<file path="src/rtl/ps_fine_pkg.sv">
package ps_fine_pkg;

  // Step handshake state: at rest, or waiting for the answer to a pulse.
  typedef enum logic [0:0] {
    PS_IDLE = 1'b0,
    PS_WAIT = 1'b1
  } ps_state_e;

endpackage

</file>
<file path="src/rtl/ps_rst_sync.sv">
module ps_rst_sync (
  input  logic clk,
  input  logic rst_n,
  output logic rst_sync_n
);

  logic [1:0] sync_q;

  always_ff @(posedge clk or negedge rst_n) begin
    if (!rst_n) sync_q <= '0;
    else        sync_q <= {sync_q[0], 1'b1};
  end

  assign rst_sync_n = sync_q[1];

endmodule

</file>
<file path="src/rtl/ps_dir_pick.sv">
module ps_dir_pick #(
  parameter int STEPS = 56,
  parameter int PW    = $clog2(STEPS)
) (
  input  logic [PW-1:0] cur_i,
  input  logic [PW:0]   tgt_i,
  output logic          at_tgt_o,
  output logic          go_inc_o
);

  localparam logic [PW:0] STEPS_W = (PW+1)'(STEPS);

  logic [PW:0] cur_w;
  logic [PW:0] fwd;
  logic [PW:0] bwd;

  assign cur_w = {1'b0, cur_i};

  always_comb begin
    // forward distance, wrapped into 0..STEPS-1
    if (tgt_i >= cur_w) fwd = tgt_i - cur_w;
    else                fwd = tgt_i + STEPS_W - cur_w;
    bwd      = STEPS_W - fwd;
    at_tgt_o = (fwd == '0);
    go_inc_o = (fwd <= bwd);   // equal distances favour increment
  end

endmodule

</file>
<file path="src/rtl/ps_phase_acc.sv">
module ps_phase_acc #(
  parameter int STEPS = 56,
  parameter int PW    = $clog2(STEPS)
) (
  input  logic          clk,
  input  logic          rst_n,
  input  logic          step_i,
  input  logic          inc_i,
  output logic [PW-1:0] cur_o
);

  localparam logic [PW-1:0] TOP_IDX = PW'(STEPS - 1);

  logic [PW-1:0] cur_q;
  logic [PW-1:0] cur_d;

  always_comb begin
    cur_d = cur_q;
    if (step_i) begin
      if (inc_i) cur_d = (cur_q == TOP_IDX) ? '0 : cur_q + 1'b1;
      else       cur_d = (cur_q == '0) ? TOP_IDX : cur_q - 1'b1;
    end
  end

  always_ff @(posedge clk or negedge rst_n) begin
    if (!rst_n)      cur_q <= '0;
    else if (step_i) cur_q <= cur_d;
  end

  assign cur_o = cur_q;

endmodule

</file>
<file path="src/rtl/ps_step_fsm.sv">
module ps_step_fsm
  import ps_fine_pkg::*;
(
  input  logic clk,
  input  logic rst_n,
  input  logic at_tgt_i,
  input  logic go_inc_i,
  input  logic done_i,
  output logic en_o,
  output logic incdec_o,
  output logic accept_o,
  output logic wait_o
);

  ps_state_e state_q, state_d;
  logic      en_q, en_d;
  logic      dir_q, dir_d;
  logic      dir_ld;

  always_comb begin
    state_d  = state_q;
    en_d     = 1'b0;
    dir_d    = dir_q;
    dir_ld   = 1'b0;
    accept_o = 1'b0;
    unique case (state_q)
      PS_IDLE: begin
        if (!at_tgt_i) begin
          state_d = PS_WAIT;
          en_d    = 1'b1;
          dir_d   = go_inc_i;
          dir_ld  = 1'b1;
        end
      end
      PS_WAIT: begin
        if (done_i) begin
          state_d  = PS_IDLE;
          accept_o = 1'b1;
        end
      end
      default: state_d = PS_IDLE;
    endcase
  end

  always_ff @(posedge clk or negedge rst_n) begin
    if (!rst_n) begin
      state_q <= PS_IDLE;
      en_q    <= 1'b0;
      dir_q   <= 1'b0;
    end else begin
      state_q <= state_d;
      en_q    <= en_d;
      if (dir_ld) dir_q <= dir_d;
    end
  end

  assign en_o     = en_q;
  assign incdec_o = dir_q;
  assign wait_o   = (state_q == PS_WAIT);

endmodule

</file>
<file path="src/rtl/ps_fine_ctrl.sv">
module ps_fine_ctrl #(
  parameter  int STEPS = 56,
  localparam int PW    = $clog2(STEPS)
) (
  input  logic                 clk,
  input  logic                 rst_n,
  input  logic                 req_valid,
  input  logic signed [PW:0]   req_phase,
  output logic                 ready,
  output logic                 busy,
  output logic [PW-1:0]        cur_phase,
  output logic                 ps_en,
  output logic                 ps_incdec,
  input  logic                 ps_done
);

  localparam logic [PW:0] STEPS_W = (PW+1)'(STEPS);

  logic          rst_i_n;
  logic [PW:0]   req_u;
  logic [PW:0]   tgt_q, tgt_d;
  logic          at_tgt, go_inc, accept, waiting;
  logic [PW-1:0] cur;

  ps_rst_sync u_rst (
    .clk        (clk),
    .rst_n      (rst_n),
    .rst_sync_n (rst_i_n)
  );

  // Negative targets fold into the upper part of the index range.
  assign req_u = $unsigned(req_phase);

  always_comb begin
    tgt_d = req_phase[PW] ? (req_u + STEPS_W) : req_u;
  end

  always_ff @(posedge clk or negedge rst_i_n) begin
    if (!rst_i_n)       tgt_q <= '0;
    else if (req_valid) tgt_q <= tgt_d;
  end

  ps_dir_pick #(.STEPS(STEPS), .PW(PW)) u_dir (
    .cur_i    (cur),
    .tgt_i    (tgt_q),
    .at_tgt_o (at_tgt),
    .go_inc_o (go_inc)
  );

  ps_step_fsm u_fsm (
    .clk      (clk),
    .rst_n    (rst_i_n),
    .at_tgt_i (at_tgt),
    .go_inc_i (go_inc),
    .done_i   (ps_done),
    .en_o     (ps_en),
    .incdec_o (ps_incdec),
    .accept_o (accept),
    .wait_o   (waiting)
  );

  ps_phase_acc #(.STEPS(STEPS), .PW(PW)) u_acc (
    .clk    (clk),
    .rst_n  (rst_i_n),
    .step_i (accept),
    .inc_i  (ps_incdec),
    .cur_o  (cur)
  );

  assign cur_phase = cur;
  assign busy      = waiting | ~at_tgt;
  assign ready     = ~busy;

endmodule

</file>
<file path="config.mk">
export PLATFORM = sky130hd
export DESIGN_NAME = ps_fine_ctrl
export DESIGN_NICKNAME = d
export VERILOG_FILES = /design/src/rtl/ps_fine_pkg.sv /design/src/rtl/ps_rst_sync.sv /design/src/rtl/ps_dir_pick.sv /design/src/rtl/ps_phase_acc.sv /design/src/rtl/ps_step_fsm.sv /design/src/rtl/ps_fine_ctrl.sv
export SDC_FILE = /design/constraint.sdc
export NUM_CORES = 1
export LEC_CHECK = 0
export BUFFER_PORTS_ARGS = -buffer_cell sky130_fd_sc_hd__buf_4
export CAP_MARGIN = 20
export CELL_PAD_IN_SITES_DETAIL_PLACEMENT = 1
export CELL_PAD_IN_SITES_GLOBAL_PLACEMENT = 1
export CORE_ASPECT_RATIO = 1.25
export CORE_MARGIN = 2
export CORE_UTILIZATION = 47
export DETAILED_ROUTE_END_ITERATION = 8
export GPL_TIMING_DRIVEN = 1
export PLACE_DENSITY_LB_ADDON = 0.1
export SETUP_SLACK_MARGIN = 0.3
export SYNTH_ARGS = -nofsm -noshare
export SYNTH_HDL_FRONTEND = slang
export SYNTH_SLANG_ARGS = --single-unit
</file>
<file path="constraint.sdc">
create_clock -name clk -period 5.7 [get_ports clk]
set_input_delay 0.855 -clock clk [delete_from_list [all_inputs] [get_ports clk]]
set_output_delay 0.855 -clock clk [all_outputs]
set_load 0.02 [all_outputs]
</file>
==> results.json, run 1 <==
{
  "synth_most_common_cell": "inv_1",
  "pin_count": 21,
  "status": "completed",
  "antenna_found_initial": 0,
  "grt_pass1_wl_um": 8790,
  "clk_latency_ps": 250,
  "synthArstFlopShare_pct": 100,
  "rr_startpoint": "u_acc.cur_o[2]",
  "ys_top_cells_by_area": "dfrtp_1, ha_1, inv_1",
  "grt_pass1_vias": 1887,
  "reg2reg_to": "u_fsm.incdec_o",
  "ctsResizeCount": 0,
  "cts_tree": "yes",
  "rrSetupSlack_ps": 1740,
  "placed_area_um2": 2020,
  "die_w_um": 60.0,
  "port_buffers": 20,
  "die_h_um": 74.1,
  "syn2layout_area_growth_pct": 12.5,
  "ys_dominant_reg_cell": "dfrtp_1",
  "skew_ps": 2.31,
  "cap_violations": 0,
  "clock_path_buffers": 2,
  "clock.fmax_mhz": 210,
  "grt_overflow": 0,
  "grt_start_max_net_pins": 17,
  "antenna_left": 0,
  "rsz0062_at_grt": "no",
  "avgViaCountPerCell": 5.94,
  "fin_setup_tns_ps": 0,
  "startpoint_type": "flop",
  "yosysSeqAreaShare_pct": 24.4,
  "worst_slew_pin_slew_ps": 704,
  "clk_pin_slew_ps": 70,
  "die_area_um2": 4450,
  "synth_edf_count": 0,
  "core_um2": 3780,
  "arrival_ps": 3900,
  "cts_sinks": 18,
  "drive_gt1_share_pct": 13.8,
  "postCtsSetupRepairBufs": 0,
  "root_buffer": "clkbuf_8",
  "diodes": 0,
  "min_period_ps": 4760,
  "synth_nets": 259,
  "synthTopCellsByCount": "inv_1, ha_1, nor2_1, dfrtp_1",
  "end_kind": "output port",
  "max_slew_margin_pct": 53.1,
  "initial_core_util_pct": 48.8,
  "fin_util_pct": 54.9,
  "wl_per_cell_um": 17.5,
  "hpwl_um": 4120,
  "routed_wl_um": 5150,
  "gp_congestion": 0.849,
  "synth_top_area_share_pct": 24.4,
  "synth_top_area_cell": "dfrtp_1",
  "setup_viol": 0,
  "fp-row-count": 25,
  "path_class": "reg2out",
  "via_count": 1746,
  "synth_cells": 224,
  "syn_area_um2": 1850,
  "drtIter0Drc": 103,
  "cts.htree.levels": 1,
  "firstDrtPassIters": 4,
  "finalCritPeriodShare_pct": 83.4,
  "finalNetCount": 276,
  "ys_types": 57,
  "cts_buffers": 3,
  "hold_slack_ps": 294,
  "ys_ff_latch": 18,
  "hp-class": "reg2async",
  "reg2reg_depth": 13,
  "hold_viol": 0,
  "final_area_um2": 2080,
  "syn_area_per_cell_um2": 8.24,
  "remaining_drc_errors": 0,
  "ctsHoldBuffers": 0,
  "worstPathRequired_ps": 4850,
  "slew_violations": 0,
  "yosysWarnings": 0,
  "grtUsageTotal_pct": 25.9,
  "path_max_fanout": 8
}
## how the worst max path moves through the flow
| stage | startpoint | endpoint | slack (ps) |
|---|---|---|---|
| finish | u_acc.cur_o[2] | busy | 940 |
| global route | u_acc.cur_o[2] | busy | 720 |
| CTS | u_acc.cur_o[2] | busy | 980 |
| detailed placement | u_acc.cur_o[2] | busy | 1280 |
| global placement | u_acc.cur_o[2] | busy | 1450 |
| floorplan | u_acc.cur_o[2] | busy | 1330 |
## cells in the final DEF, fill, tap and decap left out, drive strengths merged, types with 3 or more instances in the layout
cell / count
inv: 24
ha: 22
buf: 20
nor2: 19
dfrtp: 18
a21oi: 16
o21ai: 16
nand2: 14
xnor2: 7
nor3: 7
xor2: 6
nand3: 5
nor2b: 4
a21o: 4
clkbuf: 4
a211oi: 4
mux2: 3
a31oi: 3
## cell families (layout without fill, tap and decap cells)
| group | after synthesis | after routing | share of synthesized area [%] |
|---|---|---|---|
| flip-flops | 18 | 18 | 24.4 |
| other | 1 | 1 | 0.203 |
| adder cells (fa/ha/maj) | 24 | 24 | 17.1 |
| buffers and inverters | 32 | 48 | 7.12 |
| AND/OR/NAND/NOR | 63 | 63 | 17.2 |
| AO/OA/AOI/OAI | 69 | 69 | 25.4 |
| multiplexers | 4 | 4 | 2.37 |
| XOR/XNOR | 13 | 13 | 6.17 |
## routing by layer
metal | track usage (%) | share of wire, % | up-vias
met1 | 30.7 | 40 | 845
li1 | - | - | 833
met3 | 2.09 | 3.6 | 14
met2 | 46.7 | 53 | 54
met5 | 0 | 0 | -
met4 | 11.4 | 3.0 | 0
## sequential cells by signal, summed over array words and instances, names as in the netlist
signal / flops
u_fsm.incdec_o: 1
u_rst.sync_q: 2
u_acc.cur_o: 6
u_fsm.en_o: 1
tgt_q: 7
u_fsm.wait_o: 1
## area by class of cell
type                    count  area (µm²)
clock buffers               4        55.1
well taps                  54        67.6
repair buffers             20         150
fillers                   479        1710
inverters                  24        90.1
flip-flops and latches     18         450
multi-input cells         174        1260
## worst max-delay path, stage by stage, from the launching register on
cell,delay (ps)
dfrtp_1,460
inv_1,130
ha_1,280
inv_1,80
fa_1,510
and3_4,180
a311o_1,350
xor2_1,210
or4_2,560
o21ai_0,280
nand3_1,140
nor2_1,230
inv_1,70
buf_4,160
## through the flow
stage / std cells / worst slack (ps)
after floorplan: 224 / 1330
after global placement: 290 / 1450
after detailed placement: 290 / 1280
after CTS: 294 / 984
after global routing: 294 / 722
final: 294 / 944
Power of run 1 is not shown: default switching activity piles up to over one toggle a cycle in this logic, so the estimate is an artifact.
==> run 2: changes to the inputs <==
CORE_UTILIZATION = 40   (was 47)
clock period = 4.2 ns   (was 5.7 ns; I/O delays follow)
==> run 2 against run 1 <==
  * Sequential share of layout area fell by 2.0 points
  * Setup slack worse by 520 ps
  * Via count is 0.63% higher
  * Highest routed layer unchanged
  * Worst hold slack worse by 150 ps
==> results.json, run 2 (synthesis gave the netlist of run 1 again) <==
{
  "grt_start_max_net_pins": 17,
  "syn2layout_area_growth_pct": 25.3,
  "remaining_drc_errors": 0,
  "path_max_fanout": 3,
  "firstDrtPassIters": 4,
  "rr_startpoint": "tgt_q[2]",
  "cpMaxStageDelayCell": "fa_2",
  "startpoint_type": "flop",
  "clk_latency_ps": 260,
  "cpMostUsedCell": "buf_4",
  "drive_gt1_share_pct": 26.8,
  "drtIter0Drc": 51,
  "initial_core_util_pct": 41.7,
  "hp-class": "in2async",
  "antenna_found_initial": 0,
  "wl_met3_um": 66,
  "fill_cells": 547,
  "grt_overflow": 0,
  "status": "completed",
  "cts_tree": "yes",
  "die_h_um": 79.9,
  "critPathBufInv": 5,
  "slew_violations": 0,
  "via_count": 1757,
  "arrival_ps": 3140,
  "wl_per_cell_um": 16.5,
  "routed-wl-met2_um": 2760,
  "clock_path_buffers": 2,
  "routed_wl_um": 5260,
  "ctsHoldBuffers": 0,
  "fp-row-count": 27,
  "die_w_um": 64.8,
  "gp_congestion": 0.794,
  "min_period_ps": 3770,
  "cap_violations": 0,
  "rsz0062_at_grt": "no",
  "clk_pin_slew_ps": 70,
  "end_kind": "output port",
  "cts.htree.levels": 1,
  "die_area_um2": 5180,
  "layout_commonest_cell": "buf_4",
  "finalCritPeriodShare_pct": 89.8,
  "hold_viol": 0,
  "worstPathRequired_ps": 3570,
  "hpwl_um": 4040,
  "worst_slew_pin_slew_ps": 728,
  "antenna_left": 0,
  "pin_count": 21,
  "rrSetupSlack_ps": 560,
  "clock.fmax_mhz": 265,
  "diodes": 0,
  "skew_ps": 6.07,
  "layout_common_cells": "buf_4, inv_1, nor2_1, a21oi_1, ha_1",
  "max_slew_margin_pct": 51.5,
  "cp_top_family": "compound AO/OA/AOI/OAI gates",
  "finalNetCount": 297,
  "crit_chain": "ha_4, inv_1, fa_2, and3_4, a311o_1, buf_4, a31o_2, xor2_1, o21ai_1, buf_4, nand3_2, nor2_4, inv_1, buf_4",
  "path_class": "reg2out",
  "port_buffers": 20,
  "routed.top_layer": "met4",
  "root_buffer": "clkbuf_8",
  "fin_setup_tns_ps": 0,
  "core_um2": 4430,
  "drt-met1-wl_um": 2370,
  "setup_viol": 0,
  "top_register": "tgt_q",
  "cts_buffers": 3,
  "cts_sinks": 18,
  "grtUsageTotal_pct": 21.7,
  "avgViaCountPerCell": 5.51,
  "slowest_delay_ps": 460,
  "grt_pass1_wl_um": 8690,
  "grt_pass1_vias": 1757,
  "largest_register_ff_count": 7,
  "reg2reg_depth": 11,
  "reg2reg_to": "u_fsm.incdec_o"
}
==> run 2: cell types whose count changed in the layout (fill, tap and decap cells not counted), sizes merged <==
cell  before  now
buf       20   41
==> run 2: final cells by class <==
class	count	area [µm²]	share of cell area, %
clock buffer	4	45.0	1.95
tap	58	72.6	3.14
sequential	18	454	19.6
timing repair buffer	41	308	13.3
multi-input combinational	174	1340	58.1
inverter	24	90.1	3.90
==> run 2: how the worst max path moves through the flow <==
stage                               from  slack, ps  cells after the start    to
after floorplan           u_acc.cur_o[2]        320                     12  busy
final                           tgt_q[2]        430                     14  busy
after detailed placement  u_acc.cur_o[2]        200                     13  busy
after CTS                 u_acc.cur_o[4]        310                     13  busy
after global routing            tgt_q[2]        330                     14  busy
after global placement    u_acc.cur_o[2]        290                     13  busy
==> run 2: what timing repair did <==
item,4_1_cts,5_1_grt
pin swaps,6,7
setup buffers,10,5
gates resized for setup,10,10
setup endpoints to repair,2,3
==> run 2: metrics by stage <==
step	utilization, %	hold WS (ps)	setup slack (ps)	cells	area [µm²]
final	52.2	140	428	319	2310
after global placement	47.0	316	295	300	2080
after global routing	52.2	137	332	319	2310
after detailed placement	47.0	325	204	300	2080
after floorplan	-	200	315	224	1850
after CTS	50.4	136	315	314	2230
==> run 2: routing by layer <==
| metal | GRT usage [%] | vias up |
|---|---|---|
| met4 | 5.11 | 0 |
| met5 | 0 | - |
| met1 | 28.2 | 861 |
| li1 | - | 877 |
| met3 | 1.83 | 4 |
| met2 | 38.7 | 15 |
Power of run 2 is left out for the same reason.
